## config.mk

```make
export PLATFORM = sky130hd
export DESIGN_NAME = eep_i2c_slave
export DESIGN_NICKNAME = d
export VERILOG_FILES = /design/src/rtl/eep_pkg.sv /design/src/rtl/eep_line_sync.sv /design/src/rtl/eep_page_buf.sv /design/src/rtl/eep_array.sv /design/src/rtl/eep_i2c_slave.sv
export SDC_FILE = /design/constraint.sdc
export NUM_CORES = 2
export LEC_CHECK = 0
export BUFFER_PORTS_ARGS = -buffer_cell sky130_fd_sc_hd__buf_2
export CAP_MARGIN = 0
export CORE_MARGIN = 1.5
export CORE_UTILIZATION = 65
export CTS_BUF_LIST = sky130_fd_sc_hd__clkbuf_8
export DETAILED_ROUTE_END_ITERATION = 12
export PLACE_DENSITY_LB_ADDON = 0.15
export SYNTH_ARGS = -nofsm -noshare
export SYNTH_HDL_FRONTEND = slang
export SYNTH_HIERARCHICAL = 1
export SYNTH_SLANG_ARGS = --single-unit
```

## constraint.sdc

```tcl
create_clock -name clk -period 5.4 [get_ports clk]
set_clock_uncertainty 0.2 [all_clocks]
set_input_delay 1.08 -clock clk [delete_from_list [all_inputs] [get_ports clk]]
set_output_delay 1.08 -clock clk [all_outputs]
set_load 0.01 [all_outputs]
```

## src/rtl/eep_pkg.sv

```systemverilog
package eep_pkg;

  typedef enum logic [2:0] {
    ST_IDLE,
    ST_DEV,
    ST_WADDR,
    ST_WDATA,
    ST_READ
  } eep_state_e;

  localparam logic [3:0] DEV_CODE = 4'b1010;

  // select byte decode: prefix plus the strap bits that the organisation compares
  function automatic logic sel_match(input logic [7:0] b, input logic [2:0] strap,
                                     input logic kbit4);
    if (b[7:4] != DEV_CODE) return 1'b0;
    if (kbit4) return (b[3:2] == strap[2:1]);
    return (b[3:1] == strap);
  endfunction

  // full word address: block bit joins the received byte in the large organisation
  function automatic logic [8:0] addr_join(input logic blk, input logic [7:0] w,
                                           input logic kbit4);
    return kbit4 ? {blk, w} : {1'b0, w};
  endfunction

endpackage

```

## src/rtl/eep_line_sync.sv

```systemverilog
module eep_line_sync (
  input  logic clk,
  input  logic rst_n,
  input  logic scl_i,
  input  logic sda_i,
  output logic sda_s,
  output logic scl_rise,
  output logic scl_fall,
  output logic start_det,
  output logic stop_det
);
  logic scl_m, scl_s, scl_p, sda_m, sda_q, sda_p;

  always_ff @(posedge clk or negedge rst_n) begin
    if (!rst_n) begin
      scl_m <= 1'b1; scl_s <= 1'b1; scl_p <= 1'b1;
      sda_m <= 1'b1; sda_q <= 1'b1; sda_p <= 1'b1;
    end else begin
      scl_m <= scl_i; scl_s <= scl_m; scl_p <= scl_s;
      sda_m <= sda_i; sda_q <= sda_m; sda_p <= sda_q;
    end
  end

  assign sda_s     = sda_q;
  assign scl_rise  = scl_s & ~scl_p;
  assign scl_fall  = ~scl_s & scl_p;
  assign start_det = scl_s & scl_p & sda_p & ~sda_q;
  assign stop_det  = scl_s & scl_p & ~sda_p & sda_q;
endmodule

```

## src/rtl/eep_page_buf.sv

```systemverilog
module eep_page_buf #(
  parameter int PAGE_BITS = 3,
  localparam int PAGE = 1 << PAGE_BITS
) (
  input  logic                 clk,
  input  logic                 rst_n,
  input  logic                 clr,
  input  logic                 we,
  input  logic [PAGE_BITS-1:0] idx,
  input  logic [7:0]           wdata,
  output logic [PAGE*8-1:0]    data_flat,
  output logic [PAGE-1:0]      valid
);
  for (genvar g = 0; g < PAGE; g++) begin : g_slot
    always_ff @(posedge clk or negedge rst_n) begin
      if (!rst_n) begin
        data_flat[g*8 +: 8] <= 8'h00;
        valid[g]            <= 1'b0;
      end else if (clr) begin
        valid[g] <= 1'b0;
      end else if (we && (idx == PAGE_BITS'(g))) begin
        data_flat[g*8 +: 8] <= wdata;
        valid[g]            <= 1'b1;
      end
    end
  end

  // nothing stays buffered past a start or stop
  p_buf_clear_r4: assert property (@(posedge clk) disable iff (!rst_n)
    clr |=> (valid == '0));
endmodule

```

## src/rtl/eep_array.sv

```systemverilog
module eep_array #(
  parameter int ADDR_W    = 8,
  parameter int PAGE_BITS = 3,
  localparam int DEPTH = 1 << ADDR_W,
  localparam int PAGE  = 1 << PAGE_BITS,
  localparam int HI_W  = ADDR_W - PAGE_BITS
) (
  input  logic              clk,
  input  logic              rst_n,
  input  logic              commit,
  input  logic [HI_W-1:0]   page_hi,
  input  logic [PAGE*8-1:0] data_flat,
  input  logic [PAGE-1:0]   valid,
  input  logic [ADDR_W-1:0] rd_addr,
  output logic [7:0]        rd_data
);
  logic [7:0] mem_q [DEPTH];

  always_ff @(posedge clk or negedge rst_n) begin
    if (!rst_n) begin
      for (int i = 0; i < DEPTH; i++) mem_q[i] <= 8'hFF;
    end else if (commit) begin
      for (int i = 0; i < PAGE; i++) begin
        if (valid[i]) mem_q[{page_hi, PAGE_BITS'(i)}] <= data_flat[i*8 +: 8];
      end
    end
  end

  assign rd_data = mem_q[rd_addr];
endmodule

```

## src/rtl/eep_i2c_slave.sv

```systemverilog
module eep_i2c_slave
  import eep_pkg::*;
#(
  parameter bit KBIT4 = 1'b0
) (
  input  logic clk,
  input  logic rst_n,
  input  logic scl_i,
  input  logic sda_i,
  output logic sda_o,
  output logic sda_oe,
  input  logic strap_a2,
  input  logic strap_a1,
  input  logic strap_a0,
  input  logic wp_i
);
  localparam int ADDR_W    = KBIT4 ? 9 : 8;
  localparam int PAGE_BITS = KBIT4 ? 4 : 3;
  localparam int PAGE      = 1 << PAGE_BITS;
  localparam int HI_W      = ADDR_W - PAGE_BITS;

  function automatic logic [ADDR_W-1:0] seq_next(input logic [ADDR_W-1:0] a);
    return a + 1'b1;
  endfunction

  function automatic logic [PAGE_BITS-1:0] page_off_next(input logic [PAGE_BITS-1:0] o);
    return o + 1'b1;
  endfunction

  // bus events
  logic sda_s, scl_rise, scl_fall, start_det, stop_det;

  eep_line_sync u_sync (
    .clk(clk), .rst_n(rst_n), .scl_i(scl_i), .sda_i(sda_i), .sda_s(sda_s),
    .scl_rise(scl_rise), .scl_fall(scl_fall), .start_det(start_det), .stop_det(stop_det)
  );

  eep_state_e             state_q;
  logic [3:0]             bitcnt_q;
  logic [7:0]             shreg_q, txreg_q;
  logic                   sda_oe_q, ack_ok_q, rnw_q, blk_q, mack_q;
  logic [ADDR_W-1:0]      ptr_q;
  logic [HI_W-1:0]        page_hi_q;
  logic [PAGE_BITS-1:0]   wr_off_q;

  logic [PAGE*8-1:0]      buf_data;
  logic [PAGE-1:0]        buf_valid;
  logic [7:0]             rd_data;

  // named internal events
  logic                   rx_state, byte_in_done, dev_hit, buf_we, rd_advance;
  logic                   commit_fire, buf_clr;
  logic [7:0]             byte_in;
  logic [8:0]             waddr_full;
  logic [ADDR_W-1:0]      waddr, rd_addr;

  assign rx_state     = (state_q == ST_DEV) || (state_q == ST_WADDR) || (state_q == ST_WDATA);
  assign byte_in      = {shreg_q[6:0], sda_s};
  assign byte_in_done = rx_state && scl_rise && (bitcnt_q == 4'd7);
  assign dev_hit      = sel_match(byte_in, {strap_a2, strap_a1, strap_a0}, KBIT4);
  assign waddr_full   = addr_join(blk_q, byte_in, KBIT4);
  assign waddr        = waddr_full[ADDR_W-1:0];
  assign buf_we       = byte_in_done && (state_q == ST_WDATA);
  assign rd_advance   = (state_q == ST_READ) && scl_fall && (bitcnt_q == 4'd9);
  assign commit_fire  = stop_det && (|buf_valid) && !wp_i;
  assign buf_clr      = start_det || stop_det;
  assign rd_addr      = rd_advance ? seq_next(ptr_q) : ptr_q;

  eep_page_buf #(.PAGE_BITS(PAGE_BITS)) u_buf (
    .clk(clk), .rst_n(rst_n), .clr(buf_clr), .we(buf_we), .idx(wr_off_q),
    .wdata(byte_in), .data_flat(buf_data), .valid(buf_valid)
  );

  eep_array #(.ADDR_W(ADDR_W), .PAGE_BITS(PAGE_BITS)) u_mem (
    .clk(clk), .rst_n(rst_n), .commit(commit_fire), .page_hi(page_hi_q),
    .data_flat(buf_data), .valid(buf_valid), .rd_addr(rd_addr), .rd_data(rd_data)
  );

  always_ff @(posedge clk or negedge rst_n) begin
    if (!rst_n) begin
      state_q   <= ST_IDLE;
      bitcnt_q  <= '0;
      shreg_q   <= '0;
      txreg_q   <= '0;
      sda_oe_q  <= 1'b0;
      ack_ok_q  <= 1'b0;
      rnw_q     <= 1'b0;
      blk_q     <= 1'b0;
      mack_q    <= 1'b0;
      ptr_q     <= '0;
      page_hi_q <= '0;
      wr_off_q  <= '0;
    end else if (start_det) begin
      state_q  <= ST_DEV;
      bitcnt_q <= '0;
      sda_oe_q <= 1'b0;
    end else if (stop_det) begin
      state_q  <= ST_IDLE;
      sda_oe_q <= 1'b0;
    end else if (rx_state) begin
      if (scl_rise) begin
        if (bitcnt_q < 4'd8) begin
          shreg_q  <= byte_in;
          bitcnt_q <= bitcnt_q + 1'b1;
        end else begin
          bitcnt_q <= 4'd9;
        end
        if (byte_in_done) begin
          unique case (state_q)
            ST_DEV: begin
              ack_ok_q <= dev_hit;
              rnw_q    <= byte_in[0];
              blk_q    <= byte_in[1];
              if (KBIT4 && dev_hit && byte_in[0]) ptr_q[ADDR_W-1] <= byte_in[1];
            end
            ST_WADDR: begin
              ack_ok_q  <= 1'b1;
              ptr_q     <= waddr;
              page_hi_q <= waddr[ADDR_W-1:PAGE_BITS];
              wr_off_q  <= waddr[PAGE_BITS-1:0];
            end
            default: begin
              ack_ok_q <= 1'b1;
              ptr_q    <= {page_hi_q, wr_off_q};
              wr_off_q <= page_off_next(wr_off_q);
            end
          endcase
        end
      end else if (scl_fall) begin
        if (bitcnt_q == 4'd8) begin
          sda_oe_q <= ack_ok_q;
          if (!ack_ok_q) state_q <= ST_IDLE;
        end else if (bitcnt_q == 4'd9) begin
          bitcnt_q <= '0;
          sda_oe_q <= 1'b0;
          if (state_q == ST_DEV) begin
            if (rnw_q) begin
              state_q  <= ST_READ;
              txreg_q  <= rd_data;
              sda_oe_q <= ~rd_data[7];
            end else begin
              state_q <= ST_WADDR;
            end
          end else begin
            state_q <= ST_WDATA;
          end
        end
      end
    end else if (state_q == ST_READ) begin
      if (scl_rise) begin
        if (bitcnt_q < 4'd8) bitcnt_q <= bitcnt_q + 1'b1;
        else begin
          mack_q   <= ~sda_s;
          bitcnt_q <= 4'd9;
        end
      end else if (scl_fall) begin
        if (bitcnt_q == 4'd8) begin
          sda_oe_q <= 1'b0;
        end else if (bitcnt_q == 4'd9) begin
          ptr_q <= seq_next(ptr_q);
          if (mack_q) begin
            txreg_q  <= rd_data;
            sda_oe_q <= ~rd_data[7];
            bitcnt_q <= '0;
          end else begin
            state_q  <= ST_IDLE;
            sda_oe_q <= 1'b0;
          end
        end else if (bitcnt_q != 4'd0) begin
          txreg_q  <= {txreg_q[6:0], 1'b0};
          sda_oe_q <= ~txreg_q[6];
        end
      end
    end
  end

  assign sda_o  = 1'b0;
  assign sda_oe = sda_oe_q;

  // an idle slave never holds the line
  p_idle_quiet_r1: assert property (@(posedge clk) disable iff (!rst_n)
    (state_q == ST_IDLE) |-> !sda_oe_q);

  // while receiving, SDA is only pulled in the acknowledge slot
  p_ack_slot_r3: assert property (@(posedge clk) disable iff (!rst_n)
    (rx_state && sda_oe_q) |-> (bitcnt_q >= 4'd8));

  // a buffered byte never moves the pointer outside its page
  p_page_fixed_r5: assert property (@(posedge clk) disable iff (!rst_n)
    buf_we |=> (ptr_q[ADDR_W-1:PAGE_BITS] == page_hi_q));

  // each byte sent steps the pointer by one
  p_read_step_r7: assert property (@(posedge clk) disable iff (!rst_n)
    rd_advance |=> (ptr_q == seq_next($past(ptr_q))));
endmodule

```

==> flow_summary.html <==
<table>
<tr><th>Metric</th><th>Value</th></tr>
<tr><th colspan="2">Critical path</th></tr>
<tr><td>Buffers and inverters on the worst path</td><td>5</td></tr>
<tr><td>CP Capture Type</td><td>register</td></tr>
<tr><td>Worst path depth</td><td>18</td></tr>
<tr><td>Crit path cell chain</td><td>inv_1 -&gt; ha_1 -&gt; and4b_1 -&gt; and2_2 -&gt; xor2_4 -&gt; buf_12 -&gt; buf_12 -&gt; buf_12 -&gt; mux4_2 -&gt; a22oi_1 -&gt; a21oi_1 -&gt; nor4_2 -&gt; nor4_1 -&gt; inv_1 -&gt; a21oi_1 -&gt; a211oi_1 -&gt; a311oi_1 -&gt; a21oi_1</td></tr>
<tr><td>Largest driver fanout on the critical path</td><td>40</td></tr>
<tr><td>Startpoint types</td><td>register</td></tr>
<tr><td>Arr. time, crit path</td><td>6020 ps</td></tr>
<tr><td>CP max-delay cell</td><td>sky130_fd_sc_hd__mux4_2</td></tr>
<tr><td>Depth of the most critical reg-to-reg path</td><td>18</td></tr>
<tr><td>Worst setup path category</td><td>reg2reg</td></tr>
<tr><td>Critical path required time</td><td>6150 ps</td></tr>
<tr><td>Critical Path Max Stage Delay</td><td>560 ps</td></tr>
<tr><td>Worst path top cell family by delay</td><td>compound AO/OA/AOI/OAI gates</td></tr>
<tr><th colspan="2">Cells and area</th></tr>
<tr><td>Layout net count</td><td>6646</td></tr>
<tr><td>Area Growth Syn to Fin</td><td>9.98%</td></tr>
<tr><td>Final Cell Area</td><td>0.111 mm²</td></tr>
<tr><td>Fraction of final layout cells with drive strength greater than 1</td><td>0.805</td></tr>
<tr><td>Filler Cells Inserted</td><td>9877</td></tr>
<tr><td>Finished Core Util</td><td>0.722</td></tr>
<tr><th colspan="2">Timing</th></tr>
<tr><td>Final worst path period share</td><td>0.977</td></tr>
<tr><td>Transition time at the pin with the least slew margin</td><td>1280 ps</td></tr>
<tr><td>Final Max Tran Viols</td><td>0</td></tr>
<tr><td>Hold violation count in the final report</td><td>0</td></tr>
<tr><td>Final setup fails</td><td>0</td></tr>
<tr><td>Slew headroom</td><td>0.147</td></tr>
<tr><td>Worst setup margin</td><td>126 ps</td></tr>
<tr><td>Final hold slack</td><td>158 ps</td></tr>
<tr><td>Min Clock Period, post-route</td><td>5270 ps</td></tr>
<tr><td>Setup repair after global routing missed its margin</td><td>false</td></tr>
<tr><td>Highest achievable clock rate</td><td>190 MHz</td></tr>
<tr><th colspan="2">Routing</th></tr>
<tr><td>Number of antenna-violating nets in the routed design</td><td>0</td></tr>
<tr><td>Routed via count</td><td>63500</td></tr>
<tr><td>Routed vias/inst</td><td>7.10</td></tr>
<tr><td>Routed length per instance</td><td>36.3 µm</td></tr>
<tr><td>Starting DRC count in detailed routing</td><td>6673</td></tr>
<tr><td>DRT Wirelength</td><td>324000 µm</td></tr>
<tr><td>Number of optimization iterations in the first detailed-route pass</td><td>6</td></tr>
<tr><td>DRC errors left</td><td>0</td></tr>
<tr><th colspan="2">Run status</th></tr>
<tr><td>Outcome</td><td>finished clean</td></tr>
<tr><th colspan="2">Logic synthesis</th></tr>
<tr><td>Area share of the largest cell type after synthesis</td><td>0.533</td></tr>
<tr><td>Number of warning messages in the yosys log</td><td>6</td></tr>
<tr><td>Top FF cell, synth</td><td>sky130_fd_sc_hd__dfstp_2</td></tr>
<tr><td>Synth top area cells</td><td>sky130_fd_sc_hd__dfstp_2 53%, sky130_fd_sc_hd__mux2_2 24%, sky130_fd_sc_hd__mux4_2 9.8%</td></tr>
<tr><td>Synthesized Nets</td><td>6448</td></tr>
<tr><td>Proportion of synthesized flip-flops having asynchronous set or reset</td><td>1.00</td></tr>
<tr><td>Most numerous cell types in the synthesized netlist</td><td>2117 x sky130_fd_sc_hd__mux2_2, 2054 x sky130_fd_sc_hd__dfstp_2, 443 x sky130_fd_sc_hd__mux4_2</td></tr>
<tr><td>Sequential element share of the synthesized area</td><td>0.560</td></tr>
<tr><td>Synth Register Bits</td><td>2167</td></tr>
<tr><td>Synthesized area divided by synthesized cell count</td><td>15.7 µm²</td></tr>
<tr><td>Top cell type by total area after synthesis</td><td>sky130_fd_sc_hd__dfstp_2</td></tr>
<tr><td>EDFF count, synth</td><td>0</td></tr>
<tr><td>Area of the mapped netlist</td><td>0.101 mm²</td></tr>
<tr><td>Cell with the most instances after synthesis</td><td>sky130_fd_sc_hd__mux2_2</td></tr>
<tr><td>Synthesized instance count</td><td>6435</td></tr>
<tr><td>Count of different cell masters after synthesis</td><td>90</td></tr>
<tr><th colspan="2">Clock tree</th></tr>
<tr><td>Clock network latency to the later pin of the worst-skew pair</td><td>1040 ps</td></tr>
<tr><td>Cell at the root of the clock tree</td><td>sky130_fd_sc_hd__clkbuf_8</td></tr>
<tr><td>Total clock sinks</td><td>2167</td></tr>
<tr><td>Clock slew at the register clock pins of the worst setup and hold paths</td><td>70 ps</td></tr>
<tr><td>Cts bufs inserted</td><td>364</td></tr>
<tr><td>TritonCTS clock tree</td><td>built</td></tr>
<tr><td>Depth of the CTS H-tree</td><td>5</td></tr>
<tr><td>Maximum clock insertion buffer count</td><td>4</td></tr>
<tr><th colspan="2">Place</th></tr>
<tr><td>Final HPWL from detailed placement</td><td>198000 µm</td></tr>
<tr><td>Count of input and output buffers</td><td>8</td></tr>
<tr><td>Worst Setup Slack post-DPL</td><td>-6.66 ps</td></tr>
<tr><td>Instance area after placement</td><td>0.104 mm²</td></tr>
<tr><td>Routability congestion estimate</td><td>1.02</td></tr>
<tr><th colspan="2">Die</th></tr>
<tr><td>Io pins</td><td>10</td></tr>
<tr><td>Area enclosed by the die boundary</td><td>0.158 mm²</td></tr>
<tr><td>Std-Cell Core Area</td><td>0.154 mm²</td></tr>
<tr><td>Die X</td><td>398 µm</td></tr>
<tr><td>Placement Rows</td><td>144</td></tr>
<tr><td>Initial core utilization</td><td>0.656</td></tr>
<tr><td>DIE HEIGHT</td><td>398 µm</td></tr>
<tr><th colspan="2">Global route</th></tr>
<tr><td>Aggregate global-route resource usage</td><td>0.414</td></tr>
<tr><td>Global-route wire length before repair</td><td>467000 µm</td></tr>
<tr><td>Maximum number of pins on one net before global-route repair</td><td>138</td></tr>
<tr><td>Via count of the first global-routing pass</td><td>65500</td></tr>
<tr><td>GRT overflow</td><td>0</td></tr>
<tr><td>Number of antenna violations at the first check in global routing</td><td>19</td></tr>
<tr><th colspan="2">Min path</th></tr>
<tr><td>Hold-critical path depth</td><td>0</td></tr>
<tr><td>Worst min-delay path class</td><td>reg2reg</td></tr>
<tr><th colspan="2">Flow run</th></tr>
<tr><td>Max capacitance violation total</td><td>0</td></tr>
<tr><th colspan="2">Power</th></tr>
<tr><td>Static leakage</td><td>44.1 nW</td></tr>
<tr><td>Power density normalized to cell area</td><td>285 mW/mm²</td></tr>
<tr><td>Max VDD drop</td><td>0.298 mV</td></tr>
</table>
-- per-stage QoR --
| stage | std cells | TNS [ps] | power [mW] |
|---|---|---|---|
| global route | 8936 | 0 | 32.7 |
| finish | 8940 | 0 | 31.8 |
| global placement | 8308 | -144 | 17.4 |
| CTS | 8934 | 0 | 31.9 |
| detailed placement | 8308 | -6.66 | 17.4 |
| floorplan | 6435 | 0 | 16.9 |
-- metal layers --
metal / GRT usage / share of wire / wire length, µm / vias up
met5: 0 / 0.00023 / 73 / -
met4: 0.192 / 0.050 / 16200 / 12
met3: 0.165 / 0.13 / 40500 / 962
met2: 0.585 / 0.43 / 140000 / 3713
met1: 0.561 / 0.39 / 127000 / 34200
li1: - / - / - / 24600
-- sequential cells by signal, summed over array words and instances (netlist names), 3 cells and up --
register	count
wr_off_q	3
state_q	3
shreg_q	7
u_mem/mem_q	2048
txreg_q	7
u_buf/valid	8
ptr_q	8
bitcnt_q	4
page_hi_q	5
u_buf/data_flat	64
-- area by class of cell --
class / instances / area (µm²) / area share
diodes: 6 / 15.0 / 0.000135
clock inverters: 164 / 897 / 0.00805
flip-flops and latches: 2167 / 56900 / 0.510
well taps: 2044 / 2560 / 0.0229
multi-input cells: 3794 / 42100 / 0.378
repair buffers: 282 / 2590 / 0.0233
clock buffers: 459 / 6320 / 0.0567
inverters: 24 / 90.1 / 0.000808
-- final timing paths --
check / slack (ps) / to / start
min in group asynchronous: 550 / u_buf/data_flat[44] / rst_n
min: 160 / u_sync/scl_s / u_sync/scl_m
min reg2reg: 160 / u_sync/scl_s / u_sync/scl_m
max: 130 / sda_oe / bitcnt_q[1]
max reg2reg: 130 / sda_oe / bitcnt_q[1]
max in group asynchronous: 2960 / u_mem/mem_q[1314] / rst_n
-- kinds of logic (layout without fill, tap and decap cells) --
group           count (synthesis)  in the layout  synth area share
buf+inv                       474            929            0.0254
fa+ha+maj                       5              5          0.000617
xor+xnor                       10             10          0.000864
compound gates                511            511            0.0366
other cells                     1              7         0.0000370
mux                          2720           2720             0.350
simple gates                  547            547            0.0259
flops                        2167           2167             0.560
-- power breakdown --
| part | leakage [nW] | internal, mW | total, mW | switching, mW |
|---|---|---|---|---|
| logic | 17.3 | 0.162 | 0.635 | 0.474 |
| clock network | 4.16 | 7.97 | 14.6 | 6.66 |
| registers | 22.6 | 16.4 | 16.5 | 0.132 |
-- worst register-to-register path, cell delays in order, from the launching register on --
cell and delay (ps):
sky130_fd_sc_hd__dfrtp_1 420, sky130_fd_sc_hd__inv_1 90, sky130_fd_sc_hd__ha_1 210, sky130_fd_sc_hd__and4b_1 250
sky130_fd_sc_hd__and2_2 290, sky130_fd_sc_hd__xor2_4 300, sky130_fd_sc_hd__buf_12 220, sky130_fd_sc_hd__buf_12 320
sky130_fd_sc_hd__buf_12 410, sky130_fd_sc_hd__mux4_2 570, sky130_fd_sc_hd__a22oi_1 490, sky130_fd_sc_hd__a21oi_1 180
sky130_fd_sc_hd__nor4_2 320, sky130_fd_sc_hd__nor4_1 150, sky130_fd_sc_hd__inv_1 190, sky130_fd_sc_hd__a21oi_1 90
sky130_fd_sc_hd__a211oi_1 240, sky130_fd_sc_hd__a311oi_1 80, sky130_fd_sc_hd__a21oi_1 170
-- cells in the final DEF, fill, tap and decap left out, drive strengths merged, types with 48 or more instances in the layout --
| cell | count |
|---|---|
| a22o | 49 |
| mux4 | 444 |
| a22oi | 121 |
| nor2 | 210 |
| dfrtp | 113 |
| mux2 | 2135 |
| a21oi | 110 |
| clkbuf | 459 |
| nand2 | 167 |
| mux2i | 141 |
| o21ai | 48 |
| buf | 279 |
| dfstp | 2054 |
| inv | 138 |
-- repair_timing --
item | 4_1_cts | 5_1_grt
resized for setup | 1 | 3
hold buffers | 3 | 0
hold endpoints to repair | 10 | 0
pin swaps | 0 | 0
endpoints found under the setup margin | 1 | 4
setup buffers | 0 | 0
(Power assumes the default switching activity.)
